<file path="src/rtl/alu8_pkg.sv">
// Shared types for the byte ALU: operation codes and flag-mask constants.
// Assumes a 4-bit operation code; values 13..15 are reserved.
package alu8_pkg;

    typedef enum logic [3:0] {
        OP_ADD  = 4'd0,
        OP_SUB  = 4'd1,
        OP_AND  = 4'd2,
        OP_OR   = 4'd3,
        OP_XOR  = 4'd4,
        OP_CMP  = 4'd5,
        OP_BTST = 4'd6,
        OP_SHL  = 4'd7,
        OP_SHR  = 4'd8,
        OP_ROTL = 4'd9,
        OP_ROTR = 4'd10,
        OP_INC  = 4'd11,
        OP_DEC  = 4'd12
    } alu_op_e;

    // flag mask order: N, Z, C, V (bit 3 down to bit 0)
    localparam logic [3:0] MSK_NZCV = 4'b1111;
    localparam logic [3:0] MSK_NZC  = 4'b1110;
    localparam logic [3:0] MSK_NZV  = 4'b1101;
    localparam logic [3:0] MSK_NZ   = 4'b1100;

endpackage

</file>
<file path="src/rtl/alu8_arith.sv">
// Adder/subtractor with optional per-digit BCD correction.
// Assumes W is a multiple of 4. Subtract uses the carry as an inverted borrow.
// The binary result is always provided, because the N, Z and V flags follow it.
module alu8_arith #(
    parameter int W      = 8,
    parameter bit DEC_EN = 1'b1
) (
    input  logic [W-1:0] a,
    input  logic [W-1:0] b,
    input  logic         cin,
    input  logic         sub,
    input  logic         dec,
    output logic [W-1:0] res,
    output logic [W-1:0] bin_res,
    output logic         cout,
    output logic         vout
);
    localparam int NIB = W / 4;

    logic [W-1:0] b_eff;
    logic [W:0]   sum;
    logic [W-1:0] dres;
    logic         dcarry;
    logic [5:0]   nib;
    logic [3:0]   an, bn;
    logic         k;

    // binary path: subtract as a + ~b + cin
    always_comb begin
        b_eff   = sub ? ~b : b;
        sum     = {1'b0, a} + {1'b0, b_eff} + {{W{1'b0}}, cin};
        bin_res = sum[W-1:0];
        vout    = ~(a[W-1] ^ b_eff[W-1]) & (a[W-1] ^ sum[W-1]);
    end

    // decimal path: digit chain from least significant upwards
    always_comb begin
        k      = sub ? ~cin : cin;
        dres   = '0;
        nib    = '0;
        an     = '0;
        bn     = '0;
        for (int i = 0; i < NIB; i++) begin
            an = a[4*i +: 4];
            bn = b[4*i +: 4];
            if (sub) begin
                nib = {2'b00, an} - {2'b00, bn} - {5'b0, k};
                if (nib[4]) begin
                    nib = nib - 6'd6;
                    k   = 1'b1;
                end else begin
                    k   = 1'b0;
                end
            end else begin
                nib = {2'b00, an} + {2'b00, bn} + {5'b0, k};
                if (nib > 6'd9) begin
                    nib = nib + 6'd6;
                    k   = (i == NIB - 1) ? nib[4] : 1'b1;
                end else begin
                    k   = 1'b0;
                end
            end
            dres[4*i +: 4] = nib[3:0];
        end
        dcarry = k;
    end

    // pick the variant the parameter asks for
    generate
        if (DEC_EN) begin : g_dec
            assign res  = dec ? dres : sum[W-1:0];
            assign cout = (dec && !sub) ? dcarry : sum[W];
        end else begin : g_bin
            assign res  = sum[W-1:0];
            assign cout = sum[W];
        end
    endgenerate

endmodule

</file>
<file path="src/rtl/alu8_logic.sv">
// Bitwise unit: AND, OR, XOR of two bytes. Other op codes return a.
module alu8_logic
    import alu8_pkg::*;
#(
    parameter int W = 8
) (
    input  alu_op_e      op,
    input  logic [W-1:0] a,
    input  logic [W-1:0] b,
    output logic [W-1:0] res
);
    // select the bitwise function
    always_comb begin
        case (op)
            OP_AND:  res = a & b;
            OP_OR:   res = a | b;
            OP_XOR:  res = a ^ b;
            default: res = a;
        endcase
    end
endmodule

</file>
<file path="src/rtl/alu8_shift.sv">
// Shift, rotate and step unit acting on one byte.
// Rotates take the incoming carry. Increment and decrement return cin as carry.
module alu8_shift
    import alu8_pkg::*;
#(
    parameter int W = 8
) (
    input  alu_op_e      op,
    input  logic [W-1:0] a,
    input  logic         cin,
    output logic [W-1:0] res,
    output logic         cout
);
    // one-position moves and +/-1 steps
    always_comb begin
        res  = a;
        cout = cin;
        case (op)
            OP_SHL:  begin res = {a[W-2:0], 1'b0}; cout = a[W-1]; end
            OP_SHR:  begin res = {1'b0, a[W-1:1]}; cout = a[0];   end
            OP_ROTL: begin res = {a[W-2:0], cin};  cout = a[W-1]; end
            OP_ROTR: begin res = {cin, a[W-1:1]};  cout = a[0];   end
            OP_INC:  res = a + {{(W-1){1'b0}}, 1'b1};
            OP_DEC:  res = a - {{(W-1){1'b0}}, 1'b1};
            default: ;
        endcase
    end
endmodule

</file>
<file path="src/rtl/alu8_core.sv">
// Top of the byte ALU. Decodes the operation, steers the three units and
// registers the result, the flags, the flag-defined mask and the write-back bit.
// Assumes the caller merges the flag outputs into its status register.
// Flags an op does not define are passed through from c_in and v_in.
module alu8_core
    import alu8_pkg::*;
#(
    parameter int W = 8
) (
    input  logic         clk,
    input  logic         rst_n,
    input  logic         in_vld,
    input  logic [3:0]   op_sel,
    input  logic [W-1:0] reg_a,
    input  logic [W-1:0] opnd_b,
    input  logic         c_in,
    input  logic         d_in,
    input  logic         v_in,
    output logic [W-1:0] res_q,
    output logic         res_wr_q,
    output logic         flg_n_q,
    output logic         flg_z_q,
    output logic         flg_c_q,
    output logic         flg_v_q,
    output logic [3:0]   flg_upd_q
);
    alu_op_e      op;
    logic         ar_sub, ar_cin, ar_dec, ar_c, ar_v;
    logic [W-1:0] ar_res, ar_bin, lg_res, sh_res;
    logic         sh_c;
    logic [W-1:0] nxt_res;
    logic         nxt_wr, legal, n_new, z_new, c_new, v_new;
    logic [3:0]   nxt_msk;

    assign op = alu_op_e'(op_sel);

    // compare reuses the subtractor with no borrow and no decimal mode
    always_comb begin
        ar_sub = (op == OP_SUB) || (op == OP_CMP);
        ar_cin = (op == OP_CMP) ? 1'b1 : c_in;
        ar_dec = d_in && ((op == OP_ADD) || (op == OP_SUB));
    end

    alu8_arith #(.W(W), .DEC_EN(1'b1)) u_arith (
        .a(reg_a), .b(opnd_b), .cin(ar_cin), .sub(ar_sub), .dec(ar_dec),
        .res(ar_res), .bin_res(ar_bin), .cout(ar_c), .vout(ar_v)
    );

    alu8_logic #(.W(W)) u_logic (
        .op(op), .a(reg_a), .b(opnd_b), .res(lg_res)
    );

    alu8_shift #(.W(W)) u_shift (
        .op(op), .a(reg_a), .cin(c_in), .res(sh_res), .cout(sh_c)
    );

    // pick result, flags, mask and write-back for the current op
    always_comb begin
        nxt_res = reg_a;
        nxt_wr  = 1'b0;
        nxt_msk = 4'b0000;
        legal   = 1'b1;
        n_new   = 1'b0;
        z_new   = 1'b0;
        c_new   = c_in;
        v_new   = v_in;
        case (op)
            OP_ADD, OP_SUB: begin
                nxt_res = ar_res;
                nxt_wr  = 1'b1;
                nxt_msk = MSK_NZCV;
                n_new   = ar_bin[W-1];
                z_new   = (ar_bin == '0);
                c_new   = ar_c;
                v_new   = ar_v;
            end
            OP_AND, OP_OR, OP_XOR: begin
                nxt_res = lg_res;
                nxt_wr  = 1'b1;
                nxt_msk = MSK_NZ;
                n_new   = lg_res[W-1];
                z_new   = (lg_res == '0);
            end
            OP_CMP: begin
                nxt_msk = MSK_NZC;
                n_new   = ar_bin[W-1];
                z_new   = (ar_bin == '0);
                c_new   = ar_c;
            end
            OP_BTST: begin
                nxt_msk = MSK_NZV;
                n_new   = opnd_b[W-1];
                z_new   = ((reg_a & opnd_b) == '0);
                v_new   = opnd_b[W-2];
            end
            OP_SHL, OP_SHR, OP_ROTL, OP_ROTR: begin
                nxt_res = sh_res;
                nxt_wr  = 1'b1;
                nxt_msk = MSK_NZC;
                n_new   = sh_res[W-1];
                z_new   = (sh_res == '0);
                c_new   = sh_c;
            end
            OP_INC, OP_DEC: begin
                nxt_res = sh_res;
                nxt_wr  = 1'b1;
                nxt_msk = MSK_NZ;
                n_new   = sh_res[W-1];
                z_new   = (sh_res == '0);
            end
            default: legal = 1'b0;
        endcase
    end

    // output registers: load on a legal strobe, hold otherwise
    always_ff @(posedge clk) begin
        if (!rst_n) begin
            res_q     <= '0;
            res_wr_q  <= 1'b0;
            flg_n_q   <= 1'b0;
            flg_z_q   <= 1'b0;
            flg_c_q   <= 1'b0;
            flg_v_q   <= 1'b0;
            flg_upd_q <= 4'b0000;
        end else if (in_vld && legal) begin
            res_q     <= nxt_res;
            res_wr_q  <= nxt_wr;
            flg_n_q   <= n_new;
            flg_z_q   <= z_new;
            flg_c_q   <= c_new;
            flg_v_q   <= v_new;
            flg_upd_q <= nxt_msk;
        end
    end

endmodule

</file>
<file path="config.mk">
export PLATFORM = sky130hd
export DESIGN_NAME = alu8_core
export DESIGN_NICKNAME = d
export VERILOG_FILES = /design/src/rtl/alu8_pkg.sv /design/src/rtl/alu8_arith.sv /design/src/rtl/alu8_logic.sv /design/src/rtl/alu8_shift.sv /design/src/rtl/alu8_core.sv
export SDC_FILE = /design/constraint.sdc
export NUM_CORES = 1
export LEC_CHECK = 0
export ABC_AREA = 1
export CAP_MARGIN = 25
export CORE_MARGIN = 10
export CORE_UTILIZATION = 39
export CTS_CLUSTER_DIAMETER = 40
export CTS_CLUSTER_SIZE = 28
export DETAILED_ROUTE_END_ITERATION = 8
export PLACE_DENSITY = 0.68
export SLEW_MARGIN = 20
export SYNTH_ARGS = -nofsm -noshare
export SYNTH_HDL_FRONTEND = slang
export SYNTH_SLANG_ARGS = --single-unit
</file>
<file path="constraint.sdc">
create_clock -name clk -period 6.4 [get_ports clk]
set_input_delay 1.92 -clock clk [delete_from_list [all_inputs] [get_ports clk]]
set_output_delay 1.92 -clock clk [all_outputs]
set_load 0.05 [all_outputs]
</file>
; ---- Word level (Yosys, flattened, before mapping)
; Index checks and enable logic that the tools add are counted.
[word_totals]
regBits = 17
inputBits = 26
[op_classes]
order_cmp = 2
mux = 28
n_bitwise = 9
n_eq_ne = 12
reduce_logical = 22
n_addsub = 16
[ops]
columns = operator, count
row1 = one-hot mux 8 bit (3 select lines), 2
row2 = one-hot mux 8 bit (6 select lines), 1
row3 = zero test 8 bit, 4
row4 = 2-to-1 mux 4 bit, 6
row5 = equality test 4 bit (second input constant), 5
row6 = equality test 4 x 3 -> 1 bit (second input constant), 4
row7 = 2-to-1 mux 8 bit, 2
row8 = one-hot mux 4 bit (4 select lines), 1
row9 = OR reduction 13 bit, 1
row10 = adder 5 x 1 -> 6 bit, 2
row11 = > comparator 6 x 4 -> 1 bit (second input constant), 2
row12 = 2-to-1 mux 1 bit, 11
row13 = OR reduction 11 bit, 1
row14 = adder 4 x 4 -> 5 bit, 2
row15 = OR reduction 5 bit, 2
row16 = subtractor 4 x 4 -> 5 bit, 2
row17 = subtractor 5 x 1 -> 5 bit, 2
row18 = adder 8 x 8 -> 9 bit, 1
row19 = adder 9 x 1 -> 9 bit, 1
row20 = adder 8 x 1 -> 8 bit (second input constant), 1
row21 = AND 8 bit, 1
row22 = equality test 4 x 2 -> 1 bit (second input constant), 2
row23 = NOT 8 bit, 1
row24 = OR 8 bit, 1
row25 = 19 further kinds, 31

; ---- Longest topological paths before layout
[logic_depth]
depth_word = 14
mapped_depth = 31
mapped_depth_nobuf = 31

; ---- Hierarchy
; From an unflattened synthesis, not the netlist that was laid out.
[unflattened]
cells_unflattened = 725
hier_area_um2 = 4207.8
[modules_own_cells]
columns = module, instances, area_each_um2, seq_area_each_um2, cells_per_inst
row1 = alu8_arith, 1, 1722.9, 0.0, 289
row2 = alu8_core, 1, 1201.2, 320.3, 205
row3 = alu8_shift, 1, 644.4, 0.0, 116
row4 = alu8_logic, 1, 639.4, 0.0, 115

; ---- Least setup slack after synthesis
; OpenSTA, ideal clock, no wires.
[synth_timing]
path_kind = input -> register
start = input op_sel[3]
end = register res_q[7]
t_arrival_ns = 6.016
cell_stages = 29
required_time_ns = 6.330
n_path_buf = 0
slack_ns = 0.314
cell_sequence = inv_2 > nand2_4 > o21ai_0 > xor2_1 > fa_1 > fa_1 > xnor2_1 > inv_1 > nand2_1 > nand2_1 > nand2_1 > inv_1 > o21ai_0 > inv_1 > fa_1 > fa_1 > or2_2 > nand2_1 > inv_1 > ha_1 > inv_1 > nand3_1 > nand2_1 > inv_1 > nand2_1 > nand3_1 > nand4_1 > nand2_1 > a21oi_1
[synth_between]
elab_chain_cells = 14
word_cells_on_any_way = 46
cone_classes = add/sub: 8 / order compare: 2 / eq/ne: 12 / mux: 14 / bitwise: 1 / reduce/logical: 9
[synth_rtl]
columns = element, line
row1 = from (decl), alu8_core.sv:13  ; input logic [3:0] op_sel,
row2 = equality test 4 x 3 -> 1 bit, "alu8_core.sv:39, alu8_core.sv:40, alu8_core.sv:67"
row3 = 2-to-1 mux 1 bit, alu8_core.sv:40  ; ar_cin = (op == OP_CMP) ? 1'b1 : c_in;
row4 = NOT 1 bit, alu8_arith.sv:38  ; k = sub ? ~cin : cin;
row5 = 2-to-1 mux 1 bit, alu8_arith.sv:38
row6 = adder 5 x 1 -> 6 bit, alu8_arith.sv:55  ; nib = {2'b00, an} + {2'b00, bn} + {5'b0, k};
row7 = > comparator 6 x 4 -> 1 bit, alu8_arith.sv:56  ; if (nib > 6'd9) begin
row8 = 2-to-1 mux 1 bit, alu8_arith.sv:56
row9 = 2-to-1 mux 1 bit, alu8_arith.sv:46  ; if (sub) begin
row10 = adder 5 x 1 -> 6 bit or subtractor 5 x 1 -> 5 bit (tied branches), "alu8_arith.sv:55, alu8_arith.sv:47"
row11 = "adder 5 x 3 -> 5 bit, or another cell as far along", alu8_arith.sv:57  ; nib = nib + 6'd6;
row12 = 2-to-1 mux 4 bit (on tied branches), "alu8_arith.sv:56, alu8_arith.sv:48"
row13 = 2-to-1 mux 4 bit, alu8_arith.sv:46
row14 = 2-to-1 mux 8 bit, alu8_arith.sv:71  ; assign res = dec ? dres : sum[W-1:0];
row15 = one-hot mux 8 bit (3 select lines), alu8_core.sv:67  ; case (op)
row16 = to (signal assigned), alu8_core.sv:126  ; res_q <= nxt_res;
row17 = to (decl), alu8_core.sv:19  ; output logic [W-1:0] res_q,
; Several ways; a longest one is shown, not always the timed one.
; A chain may end at the register's enable or synchronous reset.

; ---- Worst setup path after layout
[layout_timing]
start = input c_in
end = register res_q[7]
[layout_between]
elab_chain_cells = 13
word_cells_on_any_way = 21
cone_classes = add/sub: 7 / order compare: 2 / mux: 11 / bitwise: 1
[layout_rtl]
columns = element, line
row1 = from (decl), alu8_core.sv:16  ; input logic c_in,
row2 = 2-to-1 mux 1 bit, alu8_core.sv:40
row3 = NOT 1 bit, alu8_arith.sv:38
row4 = 2-to-1 mux 1 bit, alu8_arith.sv:38
row5 = adder 5 x 1 -> 6 bit, alu8_arith.sv:55
row6 = > comparator 6 x 4 -> 1 bit, alu8_arith.sv:56
row7 = 2-to-1 mux 1 bit, alu8_arith.sv:56
row8 = 2-to-1 mux 1 bit, alu8_arith.sv:46
row9 = adder 5 x 1 -> 6 bit or subtractor 5 x 1 -> 5 bit (tied branches), "alu8_arith.sv:55, alu8_arith.sv:47"
row10 = "adder 5 x 3 -> 5 bit, or another cell as far along", alu8_arith.sv:57
row11 = 2-to-1 mux 4 bit (on tied branches), "alu8_arith.sv:56, alu8_arith.sv:48"
row12 = 2-to-1 mux 4 bit, alu8_arith.sv:46
row13 = 2-to-1 mux 8 bit, alu8_arith.sv:71
row14 = one-hot mux 8 bit (3 select lines) *, alu8_core.sv:67
; Every way passes the cells marked *; elsewhere a longest branch is shown, timed or not.

==> run metrics <==
final setup fails 0; post-route ant nets 0; P&R area growth vs syn 27.7%; critical path endpoint res_q[7]$_SDFFE_PN0P_; part of the power in registers 17.9%; run status complete, no violations; TritonCTS clock tree yes; Post-layout nets 666; Data required, critical path 6590 ps; GRT Residual Overflow 0; highest clock rate 164 MHz; routed len/inst between 15 and 20 um; layout cells sized above 1 approximately an eighth; warnings from Yosys 0; async set-reset flop share out of synthesis 0%; worst reg2reg startpoint flg_z_q$_SDFFE_PN0P_; top-area cell type share of the netlist area 17.2%; worst hold path class reg -> reg; DP HPWL 9250 um; Final Hold Viols 0; DRT Pass-1 Iters 5; FF-to-FF setup slack 5660 ps; Vias per Instance between 5 and 6; hold_buf cts 0; Post-route DRC 0; initial DRC count approximately 290; Slew HR 66.2%; Min Clock Period, post-route 6100 ps; Chip Height 112 um; Clk pwr share 14.2%; routed via count 3718; combinational share of power around two thirds; die extent in x roughly 110 um; final worst slack 304 ps; Primary FF master, synth dfxtp_1; slowest CP cell clkdlybuf4s50_1; standard-cell rows 33; crit start category input port; Post-synth EDFFs 0; Worst IR Drop VDD 0.0000693 V; Tot GR Track Use 17.1%; synthesized area per cell roughly 6.4 sq um; synthesized cell area 3270 sq um; clk slew on worst S/H paths approximately 60 ps; slowest cell delay on critical path 430 ps; Worst-Skew Late Latency 250 ps; buffer depth of the longest clock path 2; gpl congestion around 1.0; switch share 46.3%; Worst path most repeated cell inv_1; vias in the first global route 3677; internal power 0.339 mW; max_cap viols 0; I/O pin cnt 43; Synth Instances 508; crit path kind in -> reg; RSZ-0062 raised after global routing false; Synth area leader ha_1; r2r endpoint flg_z_q$_SDFFE_PN0P_; Register-to-Register Path Depth 2; CP Capture Type flip-flop; post-layout util approximately half; CP max FO 3; Distinct cells, synth 41; Final period util 95.3%; worst slew pin tran slightly above 500 ps; max-slew violations 0; Synth area leaders ha_1 17%, nand2_1 12%, dfxtp_1 9.8%; hold_ws slightly below 500 ps; initial antenna violation count 0; Total Wirelength 11000 um; largest net degree at the start of global routing 23; PwrDens 151 nW/um^2; syn nets 590; Leakage 2.09 nW; Initial Utilization about two fifths; Worst Setup SP c_in; CP arrival 6280 ps; total CTS buffers 3; root buf cell clkbuf_8; Post-CTS Setup Repair Bufs 0; Power Total 0.631 mW; Worst Skew 0 ps; htree depth 1; DP Worst Slack -470 ps; # diodes 0; switching power of the nets just under 0.3 mW; first-pass GRT wire length 18300 um; FF+latch count, synth 16; Die ar. 12500 sq um; post-synthesis sequential area ratio 9.79%; Clock Sinks 16; core area ~8200 sq um; PortBufs 42
## sequential cells by signal, summed over array words and instances, names as in the netlist
name,count
flg_upd_q,3
flg_z_q,1
res_wr_q,1
flg_n_q,1
flg_v_q,1
flg_c_q,1
res_q,8
## power groups by stage
stage / clock network, mW / registers [mW] / logic, mW
after floorplan: 0 / 0.145 / 0.235
after global placement: 0 / 0.115 / 0.403
after detailed placement: 0 / 0.115 / 0.413
after CTS: 0.0904 / 0.113 / 0.419
after global routing: 0.0929 / 0.114 / 0.476
final: 0.0898 / 0.113 / 0.429
## routing by layer
metal	vias to the layer above	GRT usage [%]	routed length [um]
met2	128	28.3	5000
met5	-	0	0
met4	0	4.46	200
li1	1843	-	-
met1	1729	22.7	5070
met3	18	2.31	742
## critical path: cells and delay by family
family          cells  cell delay (ps)
fa+ha+maj           5             1760
buf+inv             9             1000
simple gates       11              920
xor+xnor            2              360
compound gates      3              310
## cell usage in the layout (no fill, tap or decap), types with 2 or more instances in the layout
master and n:
a211oi_1 3, a21o_1 2, a21oi_1 36, a21oi_2 2
a22oi_1 2, a31oi_1 6, buf_4 37, clkbuf_8 4
clkdlybuf4s50_1 38, dfxtp_1 16, dlymetal6s2s_1 4, fa_1 5
fa_2 6, ha_1 45, inv_1 74, inv_2 8
nand2_1 106, nand2_2 4, nand3_1 34, nand3b_1 5
nand4_1 5, nor2_1 34, nor2_2 4, nor3_1 6
o211ai_1 15, o21ai_0 29, o21ai_1 6, o21ai_4 2
o221ai_1 4, o22ai_1 3, xnor2_1 6, xor2_1 18
## metrics by stage
step	instances	TNS, ps	instance area [sq um]
after global routing	688	0	4180
final	688	0	4180
after global placement	684	-1030	4060
after floorplan	508	0	3270
after CTS	688	0	4140
after detailed placement	684	-1650	4060
## worst min path at each step
| stage | from | endpoint | slack [ps] | cells after the start |
|---|---|---|---|---|
| after detailed placement | res_q[0]$_SDFFE_PN0P_ | res_q[0]$_SDFFE_PN0P_ | 460 | 2 |
| after global placement | res_q[0]$_SDFFE_PN0P_ | res_q[0]$_SDFFE_PN0P_ | 460 | 2 |
| final | res_q[0]$_SDFFE_PN0P_ | res_q[0]$_SDFFE_PN0P_ | 480 | 2 |
| after floorplan | res_q[0]$_SDFFE_PN0P_ | res_q[0]$_SDFFE_PN0P_ | 690 | 2 |
| after global routing | res_q[7]$_SDFFE_PN0P_ | res_q[7]$_SDFFE_PN0P_ | 490 | 2 |
| after CTS | res_q[0]$_SDFFE_PN0P_ | res_q[0]$_SDFFE_PN0P_ | 470 | 2 |
## cells by family (layout without fill, tap and decap cells)
| family | count (synthesis) | after routing | share of synthesized area (%) |
|---|---|---|---|
| xor gates and xnor gates | 26 | 26 | 6.96 |
| DFF | 16 | 16 | 9.79 |
| and+or+nand+nor | 205 | 205 | 27.6 |
| AOI/OAI and AO/OA | 114 | 114 | 20.9 |
| adders and majority gates | 56 | 56 | 23.9 |
| buffers and inverters | 91 | 166 | 10.8 |
## cell usage after synthesis (2+ instances only)
library cell,instances
nor2_2,3
clkbuf_1,2
xor2_1,19
nand4_1,5
buf_2,5
a21o_1,2
nand2_2,3
a21oi_1,37
or2_2,2
o21ai_0,33
nor2_1,35
inv_2,7
nand2_1,107
ha_1,45
nor3_1,6
o221ai_1,4
inv_1,75
xnor2_1,7
nand3_1,34
a31oi_1,6
a22oi_1,2
o21ai_1,3
nand3b_1,5
o22ai_1,3
dfxtp_1,16
a211oi_1,3
o211ai_1,15
fa_1,11
## layout make-up
type / instances / area (sq um)
Clock buffer: 4 / 55.1
Fill cell: 820 / 4000
Inverter: 83 / 313
Multi-Input combinational cell: 401 / 2650
Sequential cell: 16 / 320
Tap cell: 105 / 131
Timing Repair Buffer: 79 / 708
## timing repair
item | in CTS | in global routing
endpoints found under the hold margin | 0 | 0
resized for setup | 7 | 16
pin swaps | 3 | 9
setup endpoints to repair | 4 | 5
Note: power is estimated with default switching activity, not from simulation.
